[config.mk]
export PLATFORM = sky130hd
export DESIGN_NAME = way_victim_sel
export DESIGN_NICKNAME = d
export VERILOG_FILES = /design/src/rtl/vsel_pkg.sv /design/src/rtl/vsel_mask_bank.sv /design/src/rtl/vsel_lowest.sv /design/src/rtl/vsel_pick.sv /design/src/rtl/way_victim_sel.sv
export SDC_FILE = /design/constraint.sdc
export NUM_CORES = 1
export LEC_CHECK = 0
export CORE_MARGIN = 2
export CORE_UTILIZATION = 53
export CTS_CLUSTER_SIZE = 10
export DETAILED_ROUTE_END_ITERATION = 12
export GPL_TIMING_DRIVEN = 0
export HOLD_SLACK_MARGIN = 0.03
export PLACE_DENSITY = 0.86
export SKIP_LAST_GASP = 1
export SYNTH_ARGS = -nofsm -noshare
export SYNTH_HDL_FRONTEND = slang
export SYNTH_SLANG_ARGS = --single-unit
[constraint.sdc]
create_clock -name clk_i -period 5.5 [get_ports clk_i]
set_input_delay 0.55 -clock clk_i [delete_from_list [all_inputs] [get_ports clk_i]]
set_output_delay 0.55 -clock clk_i [all_outputs]
set_load 0.02 [all_outputs]
[src/rtl/vsel_pkg.sv]
package vsel_pkg;
  localparam int unsigned LINE_OFF_DEF = 7;

  typedef enum logic [1:0] {
    PICK_NONE    = 2'd0,
    PICK_INVALID = 2'd1,
    PICK_COLD    = 2'd2,
    PICK_SWEEP   = 2'd3
  } pick_kind_e;
endpackage

[src/rtl/vsel_mask_bank.sv]
module vsel_mask_bank #(
  parameter int unsigned NUM_WAYS = 8,
  parameter int unsigned NUM_REQ  = 6,
  parameter int unsigned CLS_W    = 3
) (
  input  logic                clk_i,
  input  logic                rst_ni,
  input  logic                we_i,
  input  logic [CLS_W-1:0]    wsel_i,
  input  logic [NUM_WAYS-1:0] wdata_i,
  input  logic [CLS_W-1:0]    rsel_i,
  output logic [NUM_WAYS-1:0] rmask_o
);
  logic [NUM_WAYS-1:0] mask_q [NUM_REQ];
  logic                wr_ok;

  // a mask with no permitted way is refused
  assign wr_ok = we_i && (int'(wsel_i) < NUM_REQ) && (wdata_i != '1);

  for (genvar r = 0; r < NUM_REQ; r++) begin : g_reg
    always_ff @(posedge clk_i or negedge rst_ni) begin
      if (!rst_ni)                              mask_q[r] <= '0;
      else if (wr_ok && int'(wsel_i) == r)      mask_q[r] <= wdata_i;
    end
  end

  always_comb begin
    rmask_o = '1;
    for (int r = 0; r < NUM_REQ; r++) begin
      if (int'(rsel_i) == r) rmask_o = mask_q[r];
    end
  end
endmodule

[src/rtl/vsel_lowest.sv]
module vsel_lowest #(
  parameter int unsigned N     = 8,
  parameter int unsigned IDX_W = 3
) (
  input  logic [N-1:0]     vec_i,
  output logic             any_o,
  output logic [IDX_W-1:0] idx_o
);
  always_comb begin
    idx_o = '0;
    for (int i = N - 1; i >= 0; i--) begin
      if (vec_i[i]) idx_o = IDX_W'(i);
    end
  end
  assign any_o = |vec_i;
endmodule

[src/rtl/vsel_pick.sv]
module vsel_pick
  import vsel_pkg::*;
#(
  parameter int unsigned NUM_WAYS = 8,
  parameter int unsigned WAY_W    = 3
) (
  input  logic [NUM_WAYS-1:0] forbid_i,
  input  logic [NUM_WAYS-1:0] valid_i,
  input  logic [NUM_WAYS-1:0] lock_i,
  input  logic [NUM_WAYS-1:0] use_i,
  output pick_kind_e          kind_o,
  output logic [WAY_W-1:0]    way_o,
  output logic                multi_o
);
  localparam int unsigned CNT_W = $clog2(NUM_WAYS + 1);

  logic [NUM_WAYS-1:0] elig, inv_c, cold_c;
  logic                any_e, any_i, any_c;
  logic [WAY_W-1:0]    idx_e, idx_i, idx_c;
  logic [CNT_W-1:0]    n_elig;

  for (genvar w = 0; w < NUM_WAYS; w++) begin : g_way
    assign elig[w]   = !forbid_i[w] && !lock_i[w];
    assign inv_c[w]  = elig[w] && !valid_i[w];
    assign cold_c[w] = elig[w] && valid_i[w] && !use_i[w];
  end

  vsel_lowest #(.N(NUM_WAYS), .IDX_W(WAY_W)) u_le (.vec_i(elig),   .any_o(any_e), .idx_o(idx_e));
  vsel_lowest #(.N(NUM_WAYS), .IDX_W(WAY_W)) u_li (.vec_i(inv_c),  .any_o(any_i), .idx_o(idx_i));
  vsel_lowest #(.N(NUM_WAYS), .IDX_W(WAY_W)) u_lc (.vec_i(cold_c), .any_o(any_c), .idx_o(idx_c));

  always_comb begin
    n_elig = '0;
    for (int w = 0; w < NUM_WAYS; w++) n_elig = n_elig + CNT_W'(elig[w]);
  end
  assign multi_o = n_elig >= CNT_W'(2);

  always_comb begin
    if (!any_e) begin
      kind_o = PICK_NONE;
      way_o  = '0;
    end else if (any_i) begin
      kind_o = PICK_INVALID;
      way_o  = idx_i;
    end else if (any_c) begin
      kind_o = PICK_COLD;
      way_o  = idx_c;
    end else begin
      kind_o = PICK_SWEEP;
      way_o  = idx_e;
    end
  end
endmodule

[src/rtl/way_victim_sel.sv]
module way_victim_sel
  import vsel_pkg::*;
#(
  parameter int unsigned NUM_WAYS      = 8,
  parameter int unsigned NUM_CORES     = 4,
  parameter int unsigned NUM_HW_GROUPS = 2,
  parameter int unsigned ADDR_W        = 32,
  parameter int unsigned LINE_OFF      = LINE_OFF_DEF,
  parameter int unsigned NUM_SETS      = 1024,
  localparam int unsigned NUM_REQ     = NUM_CORES + NUM_HW_GROUPS,
  localparam int unsigned CLS_W       = $clog2(NUM_REQ),
  localparam int unsigned WAY_W       = $clog2(NUM_WAYS),
  localparam int unsigned SET_W       = $clog2(NUM_SETS)
) (
  input  logic                clk_i,
  input  logic                rst_ni,
  input  logic                cfg_we_i,
  input  logic [CLS_W-1:0]    cfg_sel_i,
  input  logic [NUM_WAYS-1:0] cfg_mask_i,
  input  logic                req_valid_i,
  input  logic [CLS_W-1:0]    req_class_i,
  input  logic                req_lock_i,
  input  logic [ADDR_W-1:0]   req_addr_i,
  input  logic [NUM_WAYS-1:0] tag_valid_i,
  input  logic [NUM_WAYS-1:0] tag_dirty_i,
  input  logic [NUM_WAYS-1:0] tag_lock_i,
  input  logic [NUM_WAYS-1:0] tag_use_i,
  output logic                rsp_valid_o,
  output logic [WAY_W-1:0]    rsp_way_o,
  output logic                rsp_dirty_o,
  output logic                rsp_none_o,
  output logic                rsp_use_clr_o,
  output logic                rsp_lock_ok_o,
  output logic [SET_W-1:0]    rsp_set_o
);
  logic [NUM_WAYS-1:0] forbid;
  pick_kind_e          kind;
  logic [WAY_W-1:0]    way;
  logic                multi;
  logic                none_d, dirty_d;

  vsel_mask_bank #(.NUM_WAYS(NUM_WAYS), .NUM_REQ(NUM_REQ), .CLS_W(CLS_W)) u_masks (
    .clk_i  (clk_i),
    .rst_ni (rst_ni),
    .we_i   (cfg_we_i),
    .wsel_i (cfg_sel_i),
    .wdata_i(cfg_mask_i),
    .rsel_i (req_class_i),
    .rmask_o(forbid)
  );

  vsel_pick #(.NUM_WAYS(NUM_WAYS), .WAY_W(WAY_W)) u_pick (
    .forbid_i(forbid),
    .valid_i (tag_valid_i),
    .lock_i  (tag_lock_i),
    .use_i   (tag_use_i),
    .kind_o  (kind),
    .way_o   (way),
    .multi_o (multi)
  );

  assign none_d  = (kind == PICK_NONE);
  assign dirty_d = !none_d && tag_valid_i[way] && tag_dirty_i[way];

  always_ff @(posedge clk_i or negedge rst_ni) begin
    if (!rst_ni) begin
      rsp_valid_o <= 1'b0;
    end else begin
      rsp_valid_o <= req_valid_i;
    end
  end

  always_ff @(posedge clk_i or negedge rst_ni) begin
    if (!rst_ni) begin
      rsp_way_o     <= '0;
      rsp_dirty_o   <= 1'b0;
      rsp_none_o    <= 1'b0;
      rsp_use_clr_o <= 1'b0;
      rsp_lock_ok_o <= 1'b0;
      rsp_set_o     <= '0;
    end else if (req_valid_i) begin
      rsp_way_o     <= way;
      rsp_dirty_o   <= dirty_d;
      rsp_none_o    <= none_d;
      rsp_use_clr_o <= (kind == PICK_SWEEP);
      rsp_lock_ok_o <= req_lock_i && multi && !none_d;
      rsp_set_o     <= req_addr_i[LINE_OFF +: SET_W];
    end
  end
endmodule

## Word-level counts from Yosys, hierarchy flattened

Cells that the tools add are included.

| word-level totals | value |
|---|---|
| memories kept | 0 |
| memory bits (read-only) | 0 |
| latch bits | 0 |
| register bits after elaboration | 66 |
| RAM bits | 0 |
| bits of input ports | 83 |
| output and inout bits | 18 |

| operators by class | value |
|---|---|
| shift-type cells | 0 |
| mux-type cells | 40 |
| multipliers | 0 |
| div/mod/pow operators | 0 |
| reductions and logical operators | 83 |
| magnitude comparators | 3 |
| add/subtract/negate cells | 7 |
| eq/ne operators | 12 |
| bitwise logic cells | 0 |

Operator list:

| operator | count |
|---|---|
| 3-bit 2-to-1 mux | 27 |
| 8-bit 2-to-1 mux | 6 |
| 1-bit logical AND | 44 |
| 1-bit zero test | 33 |
| 4-bit by 1-bit adder with 4-bit output | 6 |
| 3-bit == test (second input constant) | 8 |
| 8-bit OR reduction | 3 |
| 8-bit inequality test (second input constant) | 1 |
| 1-bit binary-select mux with 3-bit select | 2 |
| 3-bit by 2-bit == test with 1-bit output (second input constant) | 2 |
| 3-bit zero test | 2 |
| 4-bit by 2-bit >= comparator with 1-bit output (second input constant) | 1 |
| 3-bit by 4-bit less-than comparator with 1-bit output (second input constant) | 1 |
| 2-bit 2-to-1 mux | 2 |
| 3-bit less-than comparator (second input constant) | 1 |
| 1-bit 2-to-1 mux | 3 |
| 1-bit by 1-bit adder with 2-bit output | 1 |
| 2-bit == test (second input constant) | 1 |
| 2-bit zero test | 1 |

## Depth between registers and ports, before layout

Gate-level depths: netlist of run 1.

| depth | value |
|---|---|
| depth after elaboration | 26 |
| gate-level depth with buffers | 17 |
| mapped depth without buffers | 14 |

## Modules after synthesis

Synthesis of run 1 repeated with hierarchy kept, for this count alone.

| unflattened totals | value |
|---|---|
| cells, all modules | 315 |
| area, all modules | 3667.3 um^2 |

Modules (own cells, without submodules):

| module | area an instance (um^2) | instances | sequential area each (um^2) | cells each |
|---|---|---|---|---|
| vsel_mask_bank | 2259.7 | 1 | 1201.2 | 156 |
| way_victim_sel | 755.7 | 1 | 450.4 | 61 |
| vsel_pick | 407.9 | 1 | 0.0 | 59 |
| vsel_lowest | 81.3 | 3 | 0.0 | 13 |

## Least setup slack after synthesis of run 1

No wires, ideal clock.

| timing path | value |
|---|---|
| path type | input -> register |
| start | input port req_class_i[0] |
| end | register rsp_lock_ok_o |
| arrival | 4.213 ns |
| path buffers | 2 |
| stages | 16 |
| slack | 1.140 ns |
| cell sequence | buf_6 > buf_4 > mux2_2 > a221o_1 > a21o_1 > inv_1 > ha_1 > fa_1 > fa_1 > inv_1 > fa_1 > fa_1 > nor4b_1 > o21ai_0 > nand3_1 > o2bb2ai_1 |

| between the ends | value |
|---|---|
| cells in the longest elaborated chain, start to end | 19 |
| elaborated cells between the ends (all ways) | 70 |
| those cells by class | add/sub: 7; order compare: 1; eq/ne: 5; mux: 9; reduce/logical: 48 |

RTL lines:

| what | line | text |
|---|---|---|
| start, declared | way_victim_sel.sv:21 | `input logic [CLS_W-1:0] req_class_i,` |
| 3-bit zero test | vsel_mask_bank.sv:30 | `if (int'(rsel_i) == r) rmask_o = mask_q[r];` |
| 8-bit 2-to-1 mux (5 in series) | vsel_mask_bank.sv:30 |  |
| 8-bit 2-to-1 mux * | vsel_mask_bank.sv:30 |  |
| 1-bit zero test | vsel_pick.sv:23 | `assign elig[w] = !forbid_i[w] && !lock_i[w];` |
| 1-bit logical AND | vsel_pick.sv:23 |  |
| 1-bit by 1-bit adder with 2-bit output | vsel_pick.sv:34 | `for (int w = 0; w < NUM_WAYS; w++) n_elig = n_elig + CNT_W'(elig[w]);` |
| 4-bit by 1-bit adder with 4-bit output (6 in series) | vsel_pick.sv:34 |  |
| 4-bit by 2-bit >= comparator with 1-bit output | vsel_pick.sv:36 | `assign multi_o = n_elig >= CNT_W'(2);` |
| 1-bit logical AND | way_victim_sel.sv:86 | `rsp_lock_ok_o <= req_lock_i && multi && !none_d;` |
| 1-bit logical AND * | way_victim_sel.sv:86 |  |
| end signal, assigned | way_victim_sel.sv:86 |  |
| end, declared | way_victim_sel.sv:33 | `output logic rsp_lock_ok_o,` |

Mark *: on every way between the ends. The rest lies on a longest branch, timed or not.
A chain may end at the register's enable or synchronous reset.

## Worst setup path in the final report of run 1

| timing path | value |
|---|---|
| start | input port req_class_i[1] |
| end | register rsp_lock_ok_o |

Same word-level chain as after synthesis.

==> results.ini, run 1 <==
[run_status]
status = complete, no violations

[worst_setup_path]
path_cells = clkdlybuf4s50_1 > clkbuf_1 > nor2b_1 > nand2_1 > a21o_1 > inv_1 > ha_1 > fa_1 > fa_1 > inv_1 > fa_1 > fa_1 > nor4b_1 > o21ai_0 > nand3_1 > o2bb2ai_1
critical_path.max_stage_delay_ns = 0.49
crit_type = input port to flip-flop
slowest_stage = fa_1
cp.arrival_ns = 5.09
cp_top_family = adder cells
crit_buf_inv = 4
crit_top_cell = fa_1
cp_max_fo = 10
cp-end-kind = flip-flop
start_kind = input port
required_ns = 5.70

[placed_design]
hpwl_um = 7380
placed_area_mm2 = 0.00466
routabilityCongestion = 0.986
io_buffers = 76

[clock_network]
clk_latency_ns = 0.34
h-tree-depth = 3
cts_buffer_depth = 2
cts_tree = built
postCtsSetupRepairBufs = 0
ctsResizeCount = 0
ctsRootBufferMaster = clkbuf_8
clk_pin_slew_ns = 0.08
cts_made_buffers = 9
cts_sinks = 66
ctsHoldBuffers = 0

[synthesis]
synth_top_family_by_area = multiplexers
netlist.area_leader.share = 0.438
async_reset_ff_frac = 1.00
synth_area_leaders = dfrtp_1, mux2_2, a221o_1
yosys_warnings = 0
yosys.area.top_type = dfrtp_1
syn_area_mm2 = 0.00377
synth.avg_cell_area_um2 = 12.0
synth_nets = 406
synth-simple-area-share = 0.103
synth-edff-count = 0
synthMuxAreaShare = 0.244
ys_seq_elements = 66
synthFlopType = dfrtp_1
synth.distinct_cells = 59
postSynthCellCount = 315
yosysSeqAreaShare = 0.438
synthAdderAreaFrac = 0.0345
synth_compound_area_frac = 0.152
synth_xor_area_frac = 0

[global_route]
track_usage = 0.262
grt_max_degree = 67
first_global_vias = 3043
grt_pass1_wl_um = 15400
antenna_found_initial = 0
gr-total-overflow = 0

[die]
die-area_mm2 = 0.00781
die_x_um = 88.4
die_y_um = 88.4
start_util = 0.552
num_rows = 30
core_mm2 = 0.00683
io_pins = 101

[drt]
routed_wl_um = 9800
first_pass_iters = 4
detail_route.wl_per_cell_um = 19.4
ant_nets = 0
num_vias = 2966
via_per_inst = 5.88
drt_iter0_markers = 186
drcViolationCount = 0

[timing]
min_period_ns = 4.89
slew_headroom = 0.433
hold_violations = 0
rsz0062_at_grt = false
skew_ns = 0.00395
period_share = 0.890
finalSetupViolations = 0
fmax_mhz = 204
final_max_slew_viol_count = 0
setup-tns-final_ns = 0
tightest_slew_ns = 0.843

[power]
power_density_mw_per_mm2 = 322
seqPwrFrac = 0.416
p_sw_frac = 0.310
internal_power_mw = 1.08
power.switching_mw = 0.487
clkPwrFrac = 0.278
comb_power_share = 0.307
vdd.ir_drop.worst_mv = 0.212
total_leakage_power_nw = 2.04

[job]
drv_cap = 0

[finish]
syn2layout_area_growth_pct = 29.3
num-nets-final = 494
drive_above_1_share = 0.257
diodes = 0
stdcell_area_mm2 = 0.00487

[min_path]
hold_path.class = input port to async pin

==> registers in the layout, indices dropped and copies added, names as in the netlist <==
name and cells:
rsp_set_o 10, rsp_lock_ok_o 1, rsp_none_o 1, rsp_valid_o 1
rsp_use_clr_o 1, rsp_dirty_o 1, rsp_way_o 3, u_masks.mask_q 48
==> cell families (layout without fill, tap and decap cells) <==
kind of cell / after synthesis / after routing
buffers and inverters: 25 / 118
and+or+nand+nor: 72 / 72
muxes: 80 / 80
AOI/OAI and AO/OA: 64 / 64
DFF: 66 / 66
adders and majority gates: 8 / 8
==> final cells by class <==
type | count | area [µm²]
clock buffer | 11 | 151
tap | 96 | 120
inverter | 15 | 57.6
clock inverter | 5 | 60.1
timing repair buffer | 77 | 766
buffer | 10 | 51.3
fill | 496 | 1960
multi-input combinational | 224 | 2020
sequential | 66 | 1650
==> metrics by stage <==
step / hold WS [ns] / cells / power (mW) / setup slack (ns) / utilization
global placement: 0.468 / 487 / 1.12 / 0.458 / 0.681
global route: 0.371 / 504 / 1.65 / 0.354 / 0.714
finish: 0.306 / 504 / 1.57 / 0.607 / 0.714
floorplan: 0.254 / 315 / 0.955 / 1.14 / -
detailed placement: 0.477 / 488 / 1.14 / 0.286 / 0.683
CTS: 0.336 / 504 / 1.57 / 0.630 / 0.714
==> Yosys cell counts, drive strengths merged, types with 4 or more instances <==
master  instances
a211o           7
a21oi          12
a221o           9
buf             4
clkbuf          6
dfrtp          66
fa              4
ha              4
inv            14
mux2           69
mux2i           9
nand2          16
nand2b          7
nor2           12
nor2b           7
nor3            6
nor4            5
o21ai           6
==> worst paths after layout <==
check,startpoint,end,slack [ns],depth (start not counted)
worst max-delay path,req_class_i[1],rsp_lock_ok_o,0.61,16
worst min-delay path,rst_ni,rsp_way_o[0],0.31,1
worst max register to register,u_masks.mask_q[32],rsp_lock_ok_o,1.33,14
worst min register to register,rsp_lock_ok_o,rsp_lock_ok_o,0.49,1
max in group asynchronous,rst_ni,u_masks.mask_q[44],4.64,1
min in group clk_i,rsp_lock_ok_o,rsp_lock_ok_o,0.49,1
==> worst reg2reg max path, stage by stage (launching register included) <==
cell and delay, ns:
dfrtp_1 0.38, mux2_2 0.27, a221o_1 0.32, a21o_1 0.20, inv_1 0.11, ha_1 0.26, fa_1 0.46, fa_1 0.49
inv_1 0.05, fa_1 0.40, fa_1 0.40, nor4b_1 0.34, o21ai_0 0.17, nand3_1 0.11, o2bb2ai_1 0.06
==> power groups by stage <==
stage | sequential [mW] | clock, mW | combinational [mW]
2_1_floorplan | 0.673 | 0 | 0.282
3_3_place_gp | 0.652 | 0 | 0.466
6_report | 0.653 | 0.436 | 0.482
4_1_cts | 0.652 | 0.438 | 0.483
3_5_place_dp | 0.661 | 0 | 0.480
5_1_grt | 0.666 | 0.458 | 0.523
==> layout by cell type (no fill, tap or decap), drive strengths merged, types with 9 or more instances in the layout <==
cell	instances
nor2	12
nand2	16
clkdlybuf4s50	75
mux2i	9
a21oi	12
clkbuf	17
inv	16
mux2	69
dfrtp	66
a221o	9
==> metal layers <==
metal,wire (µm),GRT usage,vias to the layer above
met3,548,0.0522,14
met2,4780,0.427,107
met1,4340,0.358,1478
li1,-,-,1367
met4,124,0.0716,0
met5,0,0,-
Power figures use the tool's default switching activity.
==> inputs of run 2 (changes only) <==
--- a/config.mk
+++ b/config.mk
@@ -6,12 +6,13 @@
 export NUM_CORES = 1
 export LEC_CHECK = 0
 export CORE_MARGIN = 2
-export CORE_UTILIZATION = 53
+export CORE_UTILIZATION = 65
 export CTS_CLUSTER_SIZE = 10
 export DETAILED_ROUTE_END_ITERATION = 12
+export DONT_BUFFER_PORTS = 1
 export GPL_TIMING_DRIVEN = 0
 export HOLD_SLACK_MARGIN = 0.03
-export PLACE_DENSITY = 0.86
+export PLACE_DENSITY = 0.81
 export SKIP_LAST_GASP = 1
 export SYNTH_ARGS = -nofsm -noshare
 export SYNTH_HDL_FRONTEND = slang
==> run 2 against run 1 <==
Sequential power is 5.1% higher. Worst setup slack better by 0.49 ns. Critical path depth stayed put. Via count is 8.3% lower. Count of clock-buffer cells in the layout is 1 lower. Non-clock buffer count is 75 lower. Worst hold slack worse by 0.25 ns. Critical endpoint unchanged.
==> results.ini, run 2 (synthesized netlist as in run 1, its figures left out) <==
[run_status]
status = complete, no violations

[worst_setup_path]
start_kind = input port
path_cells = buf_6 > buf_4 > mux2_2 > a221o_1 > a21o_1 > inv_1 > ha_1 > fa_1 > fa_1 > inv_1 > fa_1 > fa_1 > nor4b_1 > o21ai_0 > nand3_1 > o2bb2ai_1
reg2reg_slack_ns = 1.39  ; +0.06 ns
r2r_end = rsp_lock_ok_o
slowest_stage = fa_1
cp-startpoint = req_class_i[0]
r2r_cells = 13  ; -1
crit_end = rsp_lock_ok_o
cp.arrival_ns = 4.60  ; -0.49 ns
cp_max_fo = 10  ; unchanged
crit_type = input port to flip-flop
required_ns = 5.70  ; about the same
cp-end-kind = flip-flop
r2r_start = u_masks.mask_q[36]
crit_top_cell = fa_1
critical_path.max_stage_delay_ns = 0.49  ; about the same

[drt]
first_pass_iters = 4  ; unchanged
drt_iter0_markers = 204  ; +9.7%
num_vias = 2719  ; -8.3%
routed_wl_um = 8810  ; -10%
ant_nets = 0  ; unchanged
via_per_inst = 6.71  ; +14%
detail_route.wl_per_cell_um = 21.8  ; +12%
drcViolationCount = 0  ; unchanged

[finish]
final_cell_mix = dfrtp_1, mux2_2, nand2_1
regArea_mm2 = 0.00165  ; unchanged
largest_register_ffs = 48  ; unchanged
multi_input_area_mm2 = 0.00202  ; unchanged
final_common_cell = dfrtp_1
num-nets-final = 419  ; -15%
largestRegisters = u_masks.mask_q: 48 flops, rsp_set_o: 10 flops, rsp_way_o: 3 flops
n_fill_cell = 387  ; -22%
stdcell_area_mm2 = 0.00415  ; -15%
diodes = 0  ; unchanged
drive_above_1_share = 0.315  ; +0.0580
syn2layout_area_growth_pct = 10.1
top_register = u_masks.mask_q

[die]
die_x_um = 80.2  ; -9.3%
num_rows = 27  ; -10%
core_mm2 = 0.00554  ; -19%
start_util = 0.681  ; +0.129
io_pins = 101  ; unchanged
die-area_mm2 = 0.00643  ; -18%
die_y_um = 80.2  ; -9.3%

[placed_design]
routabilityCongestion = 0.888  ; -9.9%
hpwl_um = 6410  ; -13%
io_buffers = 0  ; -100%
placed_area_mm2 = 0.00387  ; -17%

[global_route]
grt_pass1_wl_um = 14200  ; -7.8%
grt_max_degree = 67  ; unchanged
first_global_vias = 2875  ; -5.5%
antenna_found_initial = 0  ; unchanged
track_usage = 0.300  ; +0.0387
gr-total-overflow = 0  ; unchanged

[clock_network]
cts_sinks = 66  ; unchanged
cts_buffer_depth = 2  ; unchanged
clk_pin_slew_ns = 0.07  ; about the same
cts_tree = built
ctsRootBufferMaster = clkbuf_8
h-tree-depth = 3  ; unchanged
clk_latency_ns = 0.35  ; about the same
cts_made_buffers = 9  ; unchanged

[timing]
setup-tns-final_ns = 0  ; unchanged
rsz0062_at_grt = false
fmax_mhz = 227  ; +11%
finalSetupViolations = 0  ; unchanged
slew_headroom = 0.485  ; +0.0520
min_period_ns = 4.40  ; -0.491 ns
final_max_slew_viol_count = 0  ; unchanged
tightest_slew_ns = 0.766  ; -0.0773 ns
hold_violations = 0  ; unchanged
period_share = 0.800  ; -0.0892
skew_ns = 0.00509  ; +0.00114 ns

[job]
drv_cap = 0  ; unchanged

[power]
vdd.ir_drop.worst_mv = 0.315  ; +49%
power_density_mw_per_mm2 = 373  ; +16%
total_leakage_power_nw = 1.78  ; -13%

[min_path]
hold_path.class = input port to async pin

## run 2: cell types whose count changed in the layout (fill, tap and decap cells not counted), sizes merged
cell,previous run,this run
clkbuf,17,16
clkinv,2,3
clkdlybuf4s50,75,0
clkinvlp,1,0
bufinv,1,3
inv,16,15
## run 2: how the worst min path moves through the flow
stage,endpoint,slack [ns],startpoint
5_1_grt,u_masks.mask_q[45],0.08,rst_ni
3_5_place_dp,u_masks.mask_q[28],0.26,rst_ni
3_3_place_gp,u_masks.mask_q[45],0.26,rst_ni
4_1_cts,u_masks.mask_q[28],0.07,rst_ni
6_report,u_masks.mask_q[45],0.06,rst_ni
2_1_floorplan,rsp_dirty_o,0.25,rst_ni
## run 2: timing repair
action                    4_1_cts  5_1_grt
resized for setup               0        0
hold buffers                    1        0
hold endpoints to repair       66        0
setup buffers                   0        0
## run 2: layout make-up
cell class / count / share of cell area
plain buffers: 10 / 0.0124
well taps: 72 / 0.0217
clock buffers: 10 / 0.0331
flip-flops and latches: 66 / 0.398
inverters: 15 / 0.0139
multi-input cells: 224 / 0.486
clock inverters: 6 / 0.0271
repair buffers: 2 / 0.00844
## run 2: per-layer routing
metal	wire, µm	part of all wire	up-vias	global-route usage
met3	866	0.098	17	0.0854
met5	0	0	-	0
li1	-	-	1214	-
met2	4220	0.48	116	0.474
met4	177	0.020	0	0.141
met1	3540	0.40	1372	0.382
## run 2: where the power goes
part	internal, mW	switching (mW)
clock network	0.315	0.198
logic	0.184	0.168
registers	0.593	0.0933
total	1.09	0.460
## run 2: critical path: cells and delay by family
kind	cells	cell delay (ns)
simple gates	2	0.40
mux	1	0.37
buf+inv	4	0.52
compound gates	4	0.79
fa+ha+maj	5	1.98
## run 2: per-stage QoR
stage                     worst slack [ns]  cells   util  hold WS, ns  power [mW]
after global routing                 0.830    405  0.750       0.0755        1.62
after detailed placement             0.730    388  0.699        0.256        1.03
final                                 1.10    405  0.750       0.0574        1.55
after global placement               0.788    387  0.697        0.256        1.01
after CTS                             1.09    405  0.750       0.0716        1.56
after floorplan                       1.14    315      -        0.254       0.955
